## src/rtl/trig_stop_ctrl.sv

```systemverilog
module trig_stop_ctrl #(
  parameter int AW = 8,
  parameter int DW = 8,
  parameter int TW = 16
) (
  input  logic          clk,
  input  logic          rst_n,
  input  logic          arm,
  input  logic          trig_in,
  input  logic [DW-1:0] delay,
  input  logic          rd_done,
  output logic          wr_en,
  output logic [AW-1:0] wr_addr,
  output logic [AW-1:0] rd_addr,
  output logic [AW-1:0] stop_addr,
  output logic [TW-1:0] tstamp,
  output logic          busy
);

  typedef enum logic [1:0] {S_IDLE, S_WRITE, S_DELAY, S_READ} st_t;

  st_t           st;
  logic [2:0]    sync;
  logic [DW-1:0] cnt;
  logic [TW-1:0] ts_cnt;
  logic          edge_det, stop_now;

  assign edge_det = sync[1] & ~sync[2];
  assign wr_en    = (st == S_WRITE) || (st == S_DELAY);
  assign busy     = (st == S_DELAY) || (st == S_READ);
  assign stop_now = (st == S_WRITE && edge_det && delay == '0) ||
                    (st == S_DELAY && cnt == DW'(1));

  always_ff @(posedge clk) begin
    if (!rst_n) begin
      st        <= S_IDLE;
      sync      <= '0;
      cnt       <= '0;
      ts_cnt    <= '0;
      tstamp    <= '0;
      wr_addr   <= '0;
      rd_addr   <= '0;
      stop_addr <= '0;
    end else begin
      ts_cnt <= ts_cnt + 1'b1;
      sync   <= {sync[1:0], trig_in};
      if (wr_en)       wr_addr <= wr_addr + 1'b1;
      if (st == S_READ) rd_addr <= rd_addr + 1'b1;
      case (st)
        S_IDLE:  if (arm) st <= S_WRITE;
        S_WRITE: begin
          if (edge_det) begin
            tstamp <= ts_cnt;
            if (delay != '0) begin
              cnt <= delay;
              st  <= S_DELAY;
            end
          end else if (!arm) begin
            st <= S_IDLE;
          end
        end
        S_DELAY: cnt <= cnt - 1'b1;
        S_READ:  if (rd_done) st <= S_IDLE;
        default: st <= S_IDLE;
      endcase
      if (stop_now) begin
        stop_addr <= wr_addr;
        rd_addr   <= wr_addr + 1'b1;
        st        <= S_READ;
      end
    end
  end

  a_r2_addr_step: assert property (@(posedge clk) disable iff (!rst_n)
    wr_en |=> wr_addr == AW'($past(wr_addr) + 1'b1));

  a_r4_delay_nonzero: assert property (@(posedge clk) disable iff (!rst_n)
    (st == S_DELAY) |-> cnt != '0);

  a_r8_read_start: assert property (@(posedge clk) disable iff (!rst_n)
    $rose(st == S_READ) |-> rd_addr == AW'(stop_addr + 1'b1));

  a_r8_read_step: assert property (@(posedge clk) disable iff (!rst_n)
    (st == S_READ && !rd_done) |=> rd_addr == AW'($past(rd_addr) + 1'b1));

  a_r9_busy_hold: assert property (@(posedge clk) disable iff (!rst_n)
    (busy && !rd_done) |=> busy);

  a_r6_ts_hold: assert property (@(posedge clk) disable iff (!rst_n)
    (busy && !rd_done) |=> $stable(tstamp));

endmodule

```

## config.mk

```make
export PLATFORM = sky130hd
export DESIGN_NAME = trig_stop_ctrl
export DESIGN_NICKNAME = d
export VERILOG_FILES = /design/src/rtl/trig_stop_ctrl.sv
export SDC_FILE = /design/constraint.sdc
export NUM_CORES = 1
export LEC_CHECK = 0
export ABC_AREA = 1
export CORE_MARGIN = 1.5
export CORE_UTILIZATION = 30
export DETAILED_ROUTE_END_ITERATION = 16
export SLEW_MARGIN = 20
export SYNTH_ARGS = -nofsm -noshare
export SYNTH_HDL_FRONTEND = slang
export SYNTH_SLANG_ARGS = --single-unit
```

## constraint.sdc

```tcl
create_clock -name clk -period 1.7 [get_ports clk]
set_input_delay 0.17 -clock clk [delete_from_list [all_inputs] [get_ports clk]]
set_output_delay 0.17 -clock clk [all_outputs]
set_load 0.05 [all_outputs]
```

# ---- After elaboration in Yosys (flattened, before gate mapping)
# Cells that the tools add are included.
dict set report word_totals {
  reg_bits 69
  in_bits 13
  out_inout_bits 42
  elab_cells 51
}
dict set report classes {
  addsub 4
  n_eq_ne 10
  muxes 12
  bitwise 2
  reduce_logical 15
}
# cell n
set ops {}
lappend ops {{$mux 8} 4}
lappend ops {{$add 16x1->16 const B} 1}
lappend ops {{$add 8x1->8 const B} 2}
lappend ops {{$pmux 8 s2} 1}
lappend ops {{$mux 2} 6}
lappend ops {{$eq 8x1->1 const B} 1}
lappend ops {{$logic_not 8->1} 1}
lappend ops {{$reduce_bool 8->1} 1}
lappend ops {{$sub 8x1->8 const B} 1}
lappend ops {{$ne 3x3->1 const B} 2}
lappend ops {{$pmux 2 s3} 1}
lappend ops {{$reduce_and 5->1} 1}
lappend ops {{$eq 2x2->1 const B} 2}
lappend ops {{$ne 4x3->1 const B} 1}
lappend ops {{$ne 4x4->1 const B} 1}
lappend ops {{$reduce_bool 2->1} 2}
lappend ops {{$reduce_bool 4->1} 1}
lappend ops {{$logic_and 1x1->1} 3}
lappend ops {{$logic_or 1x1->1} 3}
lappend ops {{$reduce_and 3->1} 1}
lappend ops {{$eq 2x1->1 const B} 1}
lappend ops {{$logic_not 2->1} 1}
lappend ops {{$ne 2x1->1 const B} 1}
lappend ops {{$ne 2x2->1 const B} 1}
lappend ops {{other kinds (3)} 3}

# ---- Logic depth before layout (Yosys ltp)
dict set report depth {
  ltp_word 7
  ltp_mapped 11
}

# ---- Worst setup path before layout
# No wires, ideal clock.
dict set report synth_path {
  path_type {register -> register}
  from {register st[0]}
  to {register st[0]}
  setup_ns 0.132
  t_arrival_ns 1.693
  t_required_ns 1.568
  slack_ns -0.126
  path_stages_with_launch 9
  path_buffers 1
  cell_sequence {dfxtp_1 -> inv_1 -> ha_1 -> clkbuf_1 -> nand2_1 -> o211ai_1 -> nor2_1 -> o21ai_0 -> a21oi_1}
}
dict set report synth_between {
  elab_chain_cells 6
}
# element line
set synth_rtl {}
lappend synth_rtl {{start, declared} 22} ;# st_t st;
lappend synth_rtl {{start signal, assigned} 36} ;# st <= S_IDLE;
lappend synth_rtl {{start signal, assigned} 50} ;# S_IDLE: if (arm) st <= S_WRITE;
lappend synth_rtl {{start signal, assigned} 56} ;# st <= S_DELAY;
lappend synth_rtl {{$eq 2x1->1} {31, 49}}
lappend synth_rtl {{$logic_and 1x1->1 (2 in series)} 31} ;# assign stop_now = (st == S_WRITE && edge_det && delay == '0) ||
lappend synth_rtl {{$logic_or 1x1->1} 31}
lappend synth_rtl {{$ne 4x3->1 (no source line) (tied with other cells)} n/a}
lappend synth_rtl {{$reduce_and 5->1 (no source line)} n/a}
# Parallel ways exist; a longest one is shown, timed or not.
# A chain may end at the register's enable or synchronous reset.

# ---- Final worst setup path
dict set report layout_path {
  from {register tstamp[3]}
  to {output port tstamp[3]}
}
# element line
set layout_rtl {}
lappend layout_rtl {{start, declared} 16} ;# output logic [TW-1:0] tstamp,
lappend layout_rtl {{start signal, assigned} 53} ;# tstamp <= ts_cnt;
# No word-level cell between the ends.

==> PnR_summary.wiki <==
{| class="wikitable"
! Metric !! Value
|-
| Leakage Power || 0.00211 uW
|-
| Sequential-to-total area share from yosys stat || 42.4%
|-
| Via density || 4.56
|-
| Detail-routed net length per standard cell || 11.5 um
|-
| Pin count of the biggest net entering global routing || 47
|-
| Reg-to-reg slack, setup || 0.11 ns
|-
| Most frequent cells in the layout || sky130_fd_sc_hd__nand2_1 (79), sky130_fd_sc_hd__nor2_1 (74), sky130_fd_sc_hd__dfxtp_1 (68)
|-
| Transition time of the tightest slew-check pin || 0.520 ns
|-
| Critical path fanouts, max || 2
|-
| Routability congestion estimate from global placement || 0.792
|-
| Level count of the clock H-tree || 3
|-
| Worst-path cell with the longest stage delay || sky130_fd_sc_hd__clkdlybuf4s50_1
|-
| Worst setup path category || flop to output port
|-
| Total standard cell area after synthesis || 3260 sq um
|-
| Initial Util || 31.3%
|-
| Kind of start point of the critical path || flop
|-
| Clk pin slew, worst setup/hold paths || 0.09 ns
|-
| Number of distinct library cells after synthesis || 30
|-
| CP Capture Point || tstamp[3]
|-
| Quantity of hold-fixing buffers added after cts || 0
|-
| Number of max-cap violations || 0
|-
| Top delay family on crit path || buffers and inverters
|-
| Worst hold path class || input port to flop
|-
| Cell depth of the worst flop-to-flop path || 9
|-
| Multi-input combinational cell area || 1630 sq um
|-
| Number of global-route vias before repair || 2893
|-
| Setup repair after global routing missed its margin || true
|-
| Peak supply drop || 741 uV
|-
| GRT Resource Usage Total || 14.3%
|-
| Cells along the critical path || clkdlybuf4s50_1
|-
| Data required time of the critical path || 1.53 ns
|-
| Post-Place Cells || 656
|-
| Area used by sequential logic in the layout || 1380 sq um
|-
| Filler Cells Inserted || 1079
|-
| Number of nets in the final layout || 567
|-
| Synth-to-Final Area Change || 33.9%
|-
| Total Neg Setup Slack || 0 ns
|-
| Wire length of the first global-routing pass || 13200 um
|-
| Time the worst path needs with I/O delays and setup || 1.66 ns
|-
| First-pass DRT Iterations || 4
|-
| Buffers and inverters on the worst path || 1
|-
| Worst clock skew || 0.0144 ns
|-
| Status || finished, final reports clean
|-
| Part of the cycle the worst path needs || 97.5%
|-
| Total I/O pin count || 55
|-
| Final ANT Viol Nets || 0
|-
| Sum of overflow across all layers after global routing || 0
|-
| Total clock sinks || 69
|-
| Placeable core region || 10400 sq um
|-
| Number of standard cells in the final layout excluding fillers || 686
|-
| Buffer type at the clock tree root || sky130_fd_sc_hd__clkbuf_8
|-
| Slowest Stage Delay on Critical Path || 0.81 ns
|-
| Mean instance size in the synthesized netlist || 7.02 sq um
|-
| Maximum operating frequency || 604 MHz
|-
| Initial antenna violation count || 0
|-
| Fraction of layout cells with a size suffix above 1 || 17.3%
|-
| Die H || 107 um
|-
| CTS Buf Count || 9
|-
| CP startpoint || tstamp[3]
|-
| Arrival @ worst endpoint || 1.49 ns
|-
| Routed wire length || 7870 um
|-
| Post-Synthesis Cells || 464
|-
| Total die area || 11500 sq um
|-
| CTS tree || done
|-
| Max Root-Sink Buffers || 2
|-
| Yosys warning total || 0
|-
| Post-synthesis sequential element count || 69
|-
| Max transition margin || 65.2%
|-
| Number of DRC violations after detailed routing || 0
|-
| Most common library cell in the layout ignoring fill and taps || sky130_fd_sc_hd__nand2_1
|-
| Number of DRC violations after detailed-routing iteration 0 || 97
|-
| Number of placement rows || 37
|-
| Worst flop-to-flop path endpoint || rd_addr[5]
|-
| Power Density || 1390 nW/um^2
|-
| Diode count || 0
|-
| Critical Path Stages || 1
|-
| Floorplan die width || 107 um
|-
| Reg-to-reg critical path startpoint || st[1]
|-
| Post-Syn Nets || 486
|-
| Category of the worst setup path capture point || output port
|-
| Final number of setup-violating endpoints || 0
|-
| Number of pins with negative max-slew slack in the final report || 0
|-
| Via count || 3128
|-
| Count of endpoints failing hold in the final timing report || 0
|-
| Clock latency on the worst-skew pair || 0.35 ns
|-
| Placed wire-length estimate || 5710 um
|-
| I/O Buffers || 54
|}
==> flip-flops by register name (all words and copies together), names as in the netlist <==
| signal | count |
|---|---|
| cnt | 8 |
| ts_cnt | 16 |
| wr_addr | 8 |
| sync | 3 |
| stop_addr | 8 |
| tstamp | 16 |
| rd_addr | 8 |
| st | 2 |
==> how the worst min path moves through the flow <==
stage            start  endpoint  depth (start not counted)
3_3_place_gp   sync[0]   sync[1]                          2
5_1_grt        trig_in   sync[0]                          3
4_1_cts        trig_in   sync[0]                          3
3_5_place_dp   sync[0]   sync[1]                          2
6_report       trig_in   sync[0]                          3
2_1_floorplan  trig_in   sync[0]                          2
==> final cells by class <==
cell class	count	area share (%)
Multi-Input combinational cell	323	37.4
Sequential cell	69	31.7
Timing Repair Buffer	81	16.9
Inverter	60	5.34
Tap cell	136	3.90
Clock buffer	9	2.84
Clock inverter	7	1.81
Timing Repair inverter	1	0.115
==> repair_timing <==
item / in CTS / in global routing
endpoints found under the setup margin: 2 / 31
buffers inserted: 0 / 11
resized for setup: 2 / 20
pin swaps: 0 / 5
cloned: 0 / 3
==> kinds of logic after synthesis <==
kind of cell               count (synthesis)  synth area share (%)
and+or+nand+nor                          203                  27.0
AOI/OAI and AO/OA                        102                  16.2
buffers and inverters                     74                  9.03
DFF                                       69                  42.4
adders and majority gates                  9                  3.46
xor gates and xnor gates                   7                  1.88
==> power breakdown <==
part | internal, uW | leakage [uW] | switching (uW) | total, uW
logic | 974 | 0.00144 | 1670 | 2650
clock network | 695 | 0.000105 | 673 | 1370
registers | 1840 | 0.000561 | 190 | 2030
total | 3510 | 0.00211 | 2540 | 6040
==> per-stage QoR <==
step	power (uW)	utilization, %	hold WS, ns	instance area [sq um]	setup slack [ns]
floorplan	3750	-	0.268	3260	0.0320
global placement	4550	38.2	0.410	3980	-0.00262
detailed placement	4570	38.2	0.417	3980	0.0111
CTS	5960	40.2	0.342	4190	0.00596
global route	6450	41.8	0.351	4360	-0.0284
finish	6040	41.8	0.362	4360	0.0432
==> layer usage <==
metal / track usage, % / up-vias / wire (um)
li1: - / 1663 / -
met4: 5.43 / 0 / 112
met5: 0 / - / 0
met2: 22.3 / 56 / 3390
met1: 18.8 / 1400 / 3940
met3: 3.65 / 9 / 427
==> Yosys cell counts, drive strengths merged <==
master | instances | area share [%]
clkinv | 1 | 0.12
xnor2 | 2 | 0.54
a21oi | 38 | 5.8
inv | 59 | 6.8
ha | 9 | 3.5
nand4 | 7 | 1.3
o21ai | 58 | 8.9
nor2 | 79 | 9.3
nor3b | 1 | 0.38
o211a | 1 | 0.31
buf | 3 | 0.85
or2 | 1 | 0.19
and2 | 1 | 0.19
nand2 | 81 | 9.7
dfxtp | 69 | 42
nor3 | 7 | 1.4
nand3 | 26 | 4.4
xor2 | 5 | 1.3
o211ai | 3 | 0.69
o21bai | 1 | 0.23
o31ai | 1 | 0.23
clkbuf | 11 | 1.3
Note: power is estimated with default switching activity, not from simulation.
